[src/rtl/cou_pkg.sv]
`timescale 1ns/1ps
package cou_pkg;
  localparam int MODE_W = 4;

  localparam logic [MODE_W-1:0] MODE_OFF = 4'b0000;
  localparam logic [MODE_W-1:0] MODE_TOG = 4'b0010;
  localparam logic [MODE_W-1:0] MODE_SET = 4'b1000;
  localparam logic [MODE_W-1:0] MODE_CLR = 4'b1001;
  localparam logic [MODE_W-1:0] MODE_SWI = 4'b1010;
  localparam logic [MODE_W-1:0] MODE_SEV = 4'b1011;

  typedef struct packed {
    logic force_lo;
    logic drive_hi;
    logic drive_lo;
    logic invert;
    logic raise_flag;
    logic event_trig;
  } cmp_action_t;

  function automatic cmp_action_t decode_mode(input logic [MODE_W-1:0] m);
    cmp_action_t a;
    a.force_lo   = (m == MODE_OFF);
    a.drive_hi   = (m == MODE_SET);
    a.drive_lo   = (m == MODE_CLR);
    a.invert     = (m == MODE_TOG);
    a.event_trig = (m == MODE_SEV);
    a.raise_flag = (m == MODE_SET) || (m == MODE_CLR) || (m == MODE_TOG) ||
                   (m == MODE_SWI) || (m == MODE_SEV);
    return a;
  endfunction
endpackage

[src/rtl/cou_regs.sv]
`timescale 1ns/1ps
module cou_regs #(
  parameter int TW = 16,
  parameter int SW = 1
) (
  input  logic                       clk,
  input  logic                       rst,
  input  logic                       cmp_wr,
  input  logic [TW-1:0]              cmp_wdata,
  input  logic                       ctl_wr,
  input  logic [cou_pkg::MODE_W-1:0] ctl_wdata,
  input  logic                       tsel_wr,
  input  logic [SW-1:0]              tsel_wdata,
  input  logic                       pin_dir,
  output logic [TW-1:0]              cmp_q,
  output logic [cou_pkg::MODE_W-1:0] mode_q,
  output logic [SW-1:0]              tsel_q,
  output logic                       oe_q,
  output logic                       zero_wr
);
  assign zero_wr = ctl_wr && (ctl_wdata == '0);

  always_ff @(posedge clk) begin
    if (rst) begin
      cmp_q  <= '0;
      mode_q <= '0;
      tsel_q <= '0;
      oe_q   <= 1'b0;
    end else begin
      if (cmp_wr)  cmp_q  <= cmp_wdata;
      if (ctl_wr)  mode_q <= ctl_wdata;
      if (tsel_wr) tsel_q <= tsel_wdata;
      oe_q <= pin_dir;
    end
  end
endmodule

[src/rtl/cou_match.sv]
`timescale 1ns/1ps
module cou_match #(
  parameter int TW = 16,
  parameter int NT = 2,
  parameter int SW = 1
) (
  input  logic                  clk,
  input  logic                  rst,
  input  logic [NT-1:0][TW-1:0] timers,
  input  logic [TW-1:0]         cmp_q,
  input  logic [SW-1:0]         tsel_q,
  output logic                  hit
);
  logic [NT-1:0] eq_vec;
  logic          eq_sel;
  logic          eq_q;

  for (genvar i = 0; i < NT; i++) begin : g_cmp
    assign eq_vec[i] = (timers[i] == cmp_q);
  end

  assign eq_sel = eq_vec[tsel_q];
  assign hit    = eq_sel && !eq_q;

  always_ff @(posedge clk) begin
    if (rst) eq_q <= 1'b0;
    else     eq_q <= eq_sel;
  end
endmodule

[src/rtl/cou_action.sv]
`timescale 1ns/1ps
module cou_action #(
  parameter int NT = 2,
  parameter int SW = 1
) (
  input  logic                 clk,
  input  logic                 rst,
  input  logic                 hit,
  input  cou_pkg::cmp_action_t act,
  input  logic                 zero_wr,
  input  logic [SW-1:0]        tsel_q,
  input  logic                 adc_enable,
  input  logic                 flag_clr,
  output logic                 pin_q,
  output logic                 flag_q,
  output logic [NT-1:0]        trst_q,
  output logic                 adc_q
);
  logic fire_trig;
  assign fire_trig = hit && act.event_trig;

  always_ff @(posedge clk) begin
    if (rst)                          pin_q <= 1'b0;
    else if (zero_wr || act.force_lo) pin_q <= 1'b0;
    else if (hit) begin
      if (act.drive_hi)      pin_q <= 1'b1;
      else if (act.drive_lo) pin_q <= 1'b0;
      else if (act.invert)   pin_q <= !pin_q;
    end
  end

  always_ff @(posedge clk) begin
    if (rst)                         flag_q <= 1'b0;
    else if (hit && act.raise_flag)  flag_q <= 1'b1;
    else if (flag_clr)               flag_q <= 1'b0;
  end

  for (genvar i = 0; i < NT; i++) begin : g_trst
    always_ff @(posedge clk) begin
      if (rst) trst_q[i] <= 1'b0;
      else     trst_q[i] <= fire_trig && (tsel_q == SW'(i));
    end
  end

  always_ff @(posedge clk) begin
    if (rst) adc_q <= 1'b0;
    else     adc_q <= fire_trig && adc_enable;
  end
endmodule

[src/rtl/cmp_out_unit.sv]
`timescale 1ns/1ps
module cmp_out_unit #(
  parameter int TW = 16
) (
  input  logic                       clk,
  input  logic                       rst,
  input  logic                       cmp_wr,
  input  logic [TW-1:0]              cmp_wdata,
  input  logic                       ctl_wr,
  input  logic [cou_pkg::MODE_W-1:0] ctl_wdata,
  input  logic                       tsel_wr,
  input  logic                       tsel_wdata,
  input  logic [TW-1:0]              timer_a,
  input  logic [TW-1:0]              timer_b,
  input  logic                       adc_enable,
  input  logic                       pin_dir,
  input  logic                       flag_clr,
  output logic                       pin_o,
  output logic                       pin_oe,
  output logic                       irq_flag,
  output logic                       tmr_a_rst,
  output logic                       tmr_b_rst,
  output logic                       adc_start
);
  localparam int NT = 2;
  localparam int SW = $clog2(NT);

  logic [TW-1:0]              cmp_q;
  logic [cou_pkg::MODE_W-1:0] mode_q;
  logic [SW-1:0]              tsel_q;
  logic                       zero_wr;
  logic                       hit;
  logic [NT-1:0][TW-1:0]      timers;
  logic [NT-1:0]              trst_q;
  cou_pkg::cmp_action_t       act;

  assign timers[0] = timer_a;
  assign timers[1] = timer_b;
  assign act       = cou_pkg::decode_mode(mode_q);

  cou_regs #(.TW(TW), .SW(SW)) regs_i (
    .clk(clk), .rst(rst),
    .cmp_wr(cmp_wr), .cmp_wdata(cmp_wdata),
    .ctl_wr(ctl_wr), .ctl_wdata(ctl_wdata),
    .tsel_wr(tsel_wr), .tsel_wdata(tsel_wdata),
    .pin_dir(pin_dir),
    .cmp_q(cmp_q), .mode_q(mode_q), .tsel_q(tsel_q),
    .oe_q(pin_oe), .zero_wr(zero_wr)
  );

  cou_match #(.TW(TW), .NT(NT), .SW(SW)) match_i (
    .clk(clk), .rst(rst),
    .timers(timers), .cmp_q(cmp_q), .tsel_q(tsel_q),
    .hit(hit)
  );

  cou_action #(.NT(NT), .SW(SW)) action_i (
    .clk(clk), .rst(rst),
    .hit(hit), .act(act), .zero_wr(zero_wr),
    .tsel_q(tsel_q), .adc_enable(adc_enable), .flag_clr(flag_clr),
    .pin_q(pin_o), .flag_q(irq_flag), .trst_q(trst_q), .adc_q(adc_start)
  );

  assign tmr_a_rst = trst_q[0];
  assign tmr_b_rst = trst_q[1];
endmodule

[config.mk]
export PLATFORM = sky130hd
export DESIGN_NAME = cmp_out_unit
export DESIGN_NICKNAME = d
export VERILOG_FILES = /design/src/rtl/cou_pkg.sv /design/src/rtl/cou_regs.sv /design/src/rtl/cou_match.sv /design/src/rtl/cou_action.sv /design/src/rtl/cmp_out_unit.sv
export SDC_FILE = /design/constraint.sdc
export NUM_CORES = 1
export LEC_CHECK = 0
export BUFFER_PORTS_ARGS = -buffer_cell sky130_fd_sc_hd__buf_2
export CELL_PAD_IN_SITES_DETAIL_PLACEMENT = 0
export CELL_PAD_IN_SITES_GLOBAL_PLACEMENT = 1
export CORE_ASPECT_RATIO = 0.7
export CORE_MARGIN = 1.5
export CORE_UTILIZATION = 33
export DETAILED_ROUTE_END_ITERATION = 10
export GPL_ROUTABILITY_DRIVEN = 0
export HOLD_SLACK_MARGIN = 0.06
export PLACE_DENSITY_LB_ADDON = 0.1
export SLEW_MARGIN = 40
export SYNTH_ARGS = -nofsm -noshare
export SYNTH_HDL_FRONTEND = slang
export SYNTH_SLANG_ARGS = --single-unit
[constraint.sdc]
create_clock -name clk -period 2.2 [get_ports clk]
set_input_delay 0.11 -clock clk [delete_from_list [all_inputs] [get_ports clk]]
set_output_delay 0.11 -clock clk [all_outputs]
set_load 0.02 [all_outputs]
* Yosys cells after proc, flatten, opt, wreduce, memory -nomap -nowiden
Cells that the tools add are included.
** Word-level totals
- Bits in registers :: 28
- Latch bits :: 0
- RAM bits :: 0
- Memory bits (read-only) :: 0
- Input bits :: 61
- Output and inout bits :: 6
- Logic and storage cells :: 46
- Memories :: 0
** Cells by class
- $add $sub $neg :: 0
- Multiply operators :: 0
- Divide/modulo/power cells :: 0
- $lt $le $gt $ge :: 1
- Equal/unequal tests :: 7
- Shifts and indexed selects :: 0
- Multiplexer cells :: 7
- Bitwise gates (word level) :: 1
- Reduce and logical (&&, ||, !) cells :: 20
** Operators by type and width (number)
- $eq A16 B16 Y1 :: 2
- $eq A4 B4 Y1 const B :: 4
- $logic_not A4 Y1 :: 2
- $logic_and A1 B1 Y1 :: 7
- $mux W1 :: 7
- $logic_or A1 B1 Y1 :: 5
- $eq A4 B2 Y1 const B :: 1
- $reduce_bool A3 Y1 :: 1
- $logic_not A1 Y1 :: 2
- $lt A1 B2 Y1 const B :: 1
- $reduce_and A2 Y1 :: 1
- $reduce_bool A2 Y1 :: 1
- $reduce_or A2 Y1 :: 1
- $not A1 Y1 :: 1

* Longest topological paths before layout
- Word-level depth :: 7
- Mapped depth :: 8
- Depth with buffers taken out :: 6

* Cells and area by module
From an unflattened synthesis, not the netlist that was laid out.
** Second synthesis, totals
- Cells, all modules :: 140
- Area, all modules :: 1422.6 um^2
** By module, submodules not included
- cou_regs :: times used 1, cells each 72, area each 793.3 um^2, seq. area each 440.4 um^2
- cou_match :: times used 1, cells each 42, area each 390.4 um^2, seq. area each 20.0 um^2
- cou_action :: times used 1, cells each 18, area each 181.4 um^2, seq. area each 100.1 um^2
- cmp_out_unit :: times used 1, cells each 8, area each 57.6 um^2, seq. area each 0.0 um^2

* Least setup slack after synthesis
No wires, ideal clock.
- Kind :: register -> register
- Start :: register regs_i.tsel_q
- End :: register action_i.pin_q
- Library setup time :: 0.061 ns
- Data arrival time :: 1.687 ns
- Data required time :: 2.139 ns
- Path slack :: 0.452 ns
- Stages on the path, launching flop included :: 9
- Path buffers :: 2
- Period minus slack after synthesis :: 1.748 ns
- Path through :: dfxtp_1 > buf_6 > buf_12 > mux2i_1 > xnor2_1 > nor4_2 > nand4_2 > nor4_2 > o221a_1
** Between the ends
- Word-level cells in the longest chain between the ends :: 4
** RTL lines
- start, declared :: RTL line cou_regs.sv:17 : output logic [SW-1:0] tsel_q,
- start signal, assigned :: RTL line cou_regs.sv:32 : if (tsel_wr) tsel_q <= tsel_wdata;
- $mux W1 (not written as such) (2 in a row) :: RTL line cou_match.sv:22 : assign eq_sel = eq_vec[tsel_q];
- $logic_and A1 B1 Y1 :: RTL line cou_match.sv:23 : assign hit = eq_sel && !eq_q;
- $reduce_and A2 Y1 (no source line)
- end signal, assigned :: RTL line cou_action.sv:28 : else if (act.invert) pin_q <= !pin_q;
- end, declared :: RTL line cou_action.sv:14 : output logic pin_q,
Every way passes these cells. The select of a mux whose other input is x is not followed.
A chain may end at the register's enable or synchronous reset.

* Final worst setup path
Same ends and word-level chain as after synthesis.

==> impl_metrics.json <==
{
  "die_x_um": 81.7,
  "clock_path_buffers": 2,
  "cts_buffers": 3,
  "drt_iter0_drc": 29,
  "max_freq_mhz": 519,
  "cts_tree": "built",
  "yosys.cell_types.count": 21,
  "wl_per_cell_um": 12.3,
  "drcViolationCount": 0,
  "insertion_delay_ps": 270,
  "crit_path_end_kind": "flip-flop",
  "drtAntennaViolNets": 0,
  "vias": 1208,
  "htree_num_levels": 1,
  "finalPower_uw": 1080,
  "path_clk_slew_ps": 100,
  "syn_inst": 145,
  "core_area_um2": 4040,
  "via_per_inst": 4.61,
  "io_pins": 67,
  "grt_overflow": 0,
  "worstPathCellList": "buf_4, mux2i_1, xnor2_1, nor4_2, nand4_2, nor4_2, o221a_1",
  "final-setup-viol-count": 0,
  "cp_num_buf_inv": 1,
  "met2_length_mm": 1.33,
  "critPathKind": "flip-flop to flip-flop",
  "slew_violations": 0,
  "crit_arrival_ps": 2150,
  "dpl.hpwl_mm": 2.49,
  "highest_layer": "met4",
  "yosysSeqAreaShare": 0.392,
  "layout-drive-gt1-share": 0.371,
  "fp.dieArea_um2": 4750,
  "grt_setup_unrepaired": "false",
  "dr.pass1.iters": 4,
  "grt_pass1_wl_mm": 5.20,
  "p_leak_uw": 0.000838,
  "rows": 19,
  "die_y_um": 58.1,
  "post-route-period-util": 0.876,
  "hold_slack_ps": 67.3,
  "final_area_um2": 1870,
  "setup_tns_ps": 0,
  "cp-start-kind": "flip-flop",
  "hold_viol": 0,
  "synth_seq_cells": 28,
  "cts_setup_buffers": 0,
  "yosys_warnings": 0,
  "cp_max_fo": 9,
  "multi_input_area_um2": 816,
  "slew_headroom": 0.659,
  "drt-total-wl_mm": 3.21,
  "period_needed_ps": 1930,
  "grt_usage": 0.144,
  "nets": 272,
  "diodes": 0,
  "syn_to_final_growth_pct": 30.3,
  "critical-path-top-delay-family": "simple AND/OR/NAND/NOR gates",
  "n_fill_cell": 409,
  "required_ps": 2420,
  "worstMarginPinSlew_ps": 512,
  "cpPeakStageDelay_ps": 340,
  "antenna_found_initial": 0,
  "outcome": "finished clean",
  "met3_length_um": 218,
  "clock_sinks": 28,
  "portBuffers": 66,
  "regArea_um2": 561,
  "grt_max_degree": 27,
  "grt_pass1_vias": 1207,
  "crit_path_frequent_cell": "nor4_2",
  "skew_ps": 1.82,
  "hold_path_class": "input pin to flip-flop",
  "critPathSlowestCell": "dfxtp_1",
  "peakVddDrop_mv": 0.372,
  "drt-met1-wl_mm": 1.64,
  "power_density_nw_per_um2": 579,
  "syn-num-nets": 206,
  "placed_cell_area_um2": 1780,
  "clock_tree.root_cell": "clkbuf_8",
  "syn_area_um2": 1430,
  "initial_utilization": 0.354,
  "syn-mean-instance-area_um2": 9.87,
  "drv_cap": 0
}
==> Yosys cell counts (all sizes together) <==
master / n / area share
mux2i: 37 / 0.26
dfxtp: 28 / 0.39
nor2: 24 / 0.063
xnor2: 16 / 0.098
clkbuf: 7 / 0.018
nor4: 6 / 0.044
nand2: 5 / 0.013
nor3: 4 / 0.014
nor2b: 3 / 0.013
o21ai: 3 / 0.010
buf: 2 / 0.022
nand3b: 2 / 0.010
o22ai: 2 / 0.0087
inv: 1 / 0.0026
nand2b: 1 / 0.0044
nand3: 1 / 0.0035
nand4: 1 / 0.0087
o221a: 1 / 0.0079
or4bb: 1 / 0.0079
==> registers in the layout, indices dropped and copies added (netlist names) <==
name             flops
regs_i.tsel_q        1
match_i.eq_q         1
action_i.pin_q       1
regs_i.oe_q          1
action_i.adc_q       1
action_i.flag_q      1
action_i.trst_q      2
regs_i.mode_q        4
regs_i.cmp_q        16
==> worst paths after layout <==
path	start	endpoint	slack [ps]	depth (start not counted)
worst min register to register	regs_i.cmp_q[5]	regs_i.cmp_q[5]	520	2
worst min-delay path	cmp_wdata[10]	regs_i.cmp_q[10]	70	3
worst max register to register	regs_i.tsel_q	action_i.pin_q	270	7
worst max-delay path	regs_i.tsel_q	action_i.pin_q	270	7
==> logic make-up after synthesis <==
family          count (synthesis)  synth area share
simple gates                   48             0.182
flops                          28             0.392
mux                            37             0.259
compound gates                  6            0.0271
buf+inv                        10            0.0428
xor+xnor                       16            0.0979
==> per-layer routing <==
layer,GRT usage,up-vias
met5,0,-
met4,0.0363,0
met3,0.0378,2
met2,0.236,42
met1,0.188,533
li1,-,631
==> cell type report <==
class | instances | share of cell area
well taps | 52 | 0.0349
flip-flops and latches | 28 | 0.300
multi-input cells | 107 | 0.437
inverters | 1 | 0.00201
repair buffers | 70 | 0.196
clock buffers | 4 | 0.0295
==> tightest hold or removal path, stage by stage <==
cell     delay (ps)
buf_2            70
mux2i_1          50
nor2_1           70
==> through the flow <==
| step | utilization | worst slack, ps | instances |
|---|---|---|---|
| final | 0.462 | 273 | 262 |
| after global routing | 0.462 | 48.6 | 262 |
| after CTS | 0.460 | 162 | 262 |
| after detailed placement | 0.441 | 186 | 256 |
| after global placement | 0.441 | 257 | 256 |
| after floorplan | - | 452 | 145 |
==> layout by cell type, fill, tap and decap left out, drive strengths merged <==
cell type    instances
nor2                24
dlygate4sd3          2
buf                 68
nand4                1
dfxtp               28
nand2                5
nor2b                3
nor4                 6
or4bb                1
inv                  1
nand3                1
mux2i               37
o221a                1
o21ai                3
xnor2               16
nand3b               2
clkbuf               4
o22ai                2
nor3                 4
nand2b               1
==> power breakdown <==
part	switching, µW	leakage [µW]	internal (µW)	total [µW]
clock network	161	0.0000288	160	322
logic	93.1	0.000579	114	207
registers	19.7	0.000230	530	550
total	274	0.000838	805	1080
==> repair_timing <==
item,CTS,global route
endpoints found under the hold margin,2,0
hold buffers,2,0
resized for setup,0,1
endpoints found under the setup margin,0,1
No activity file was read; power rests on OpenSTA's default activity.
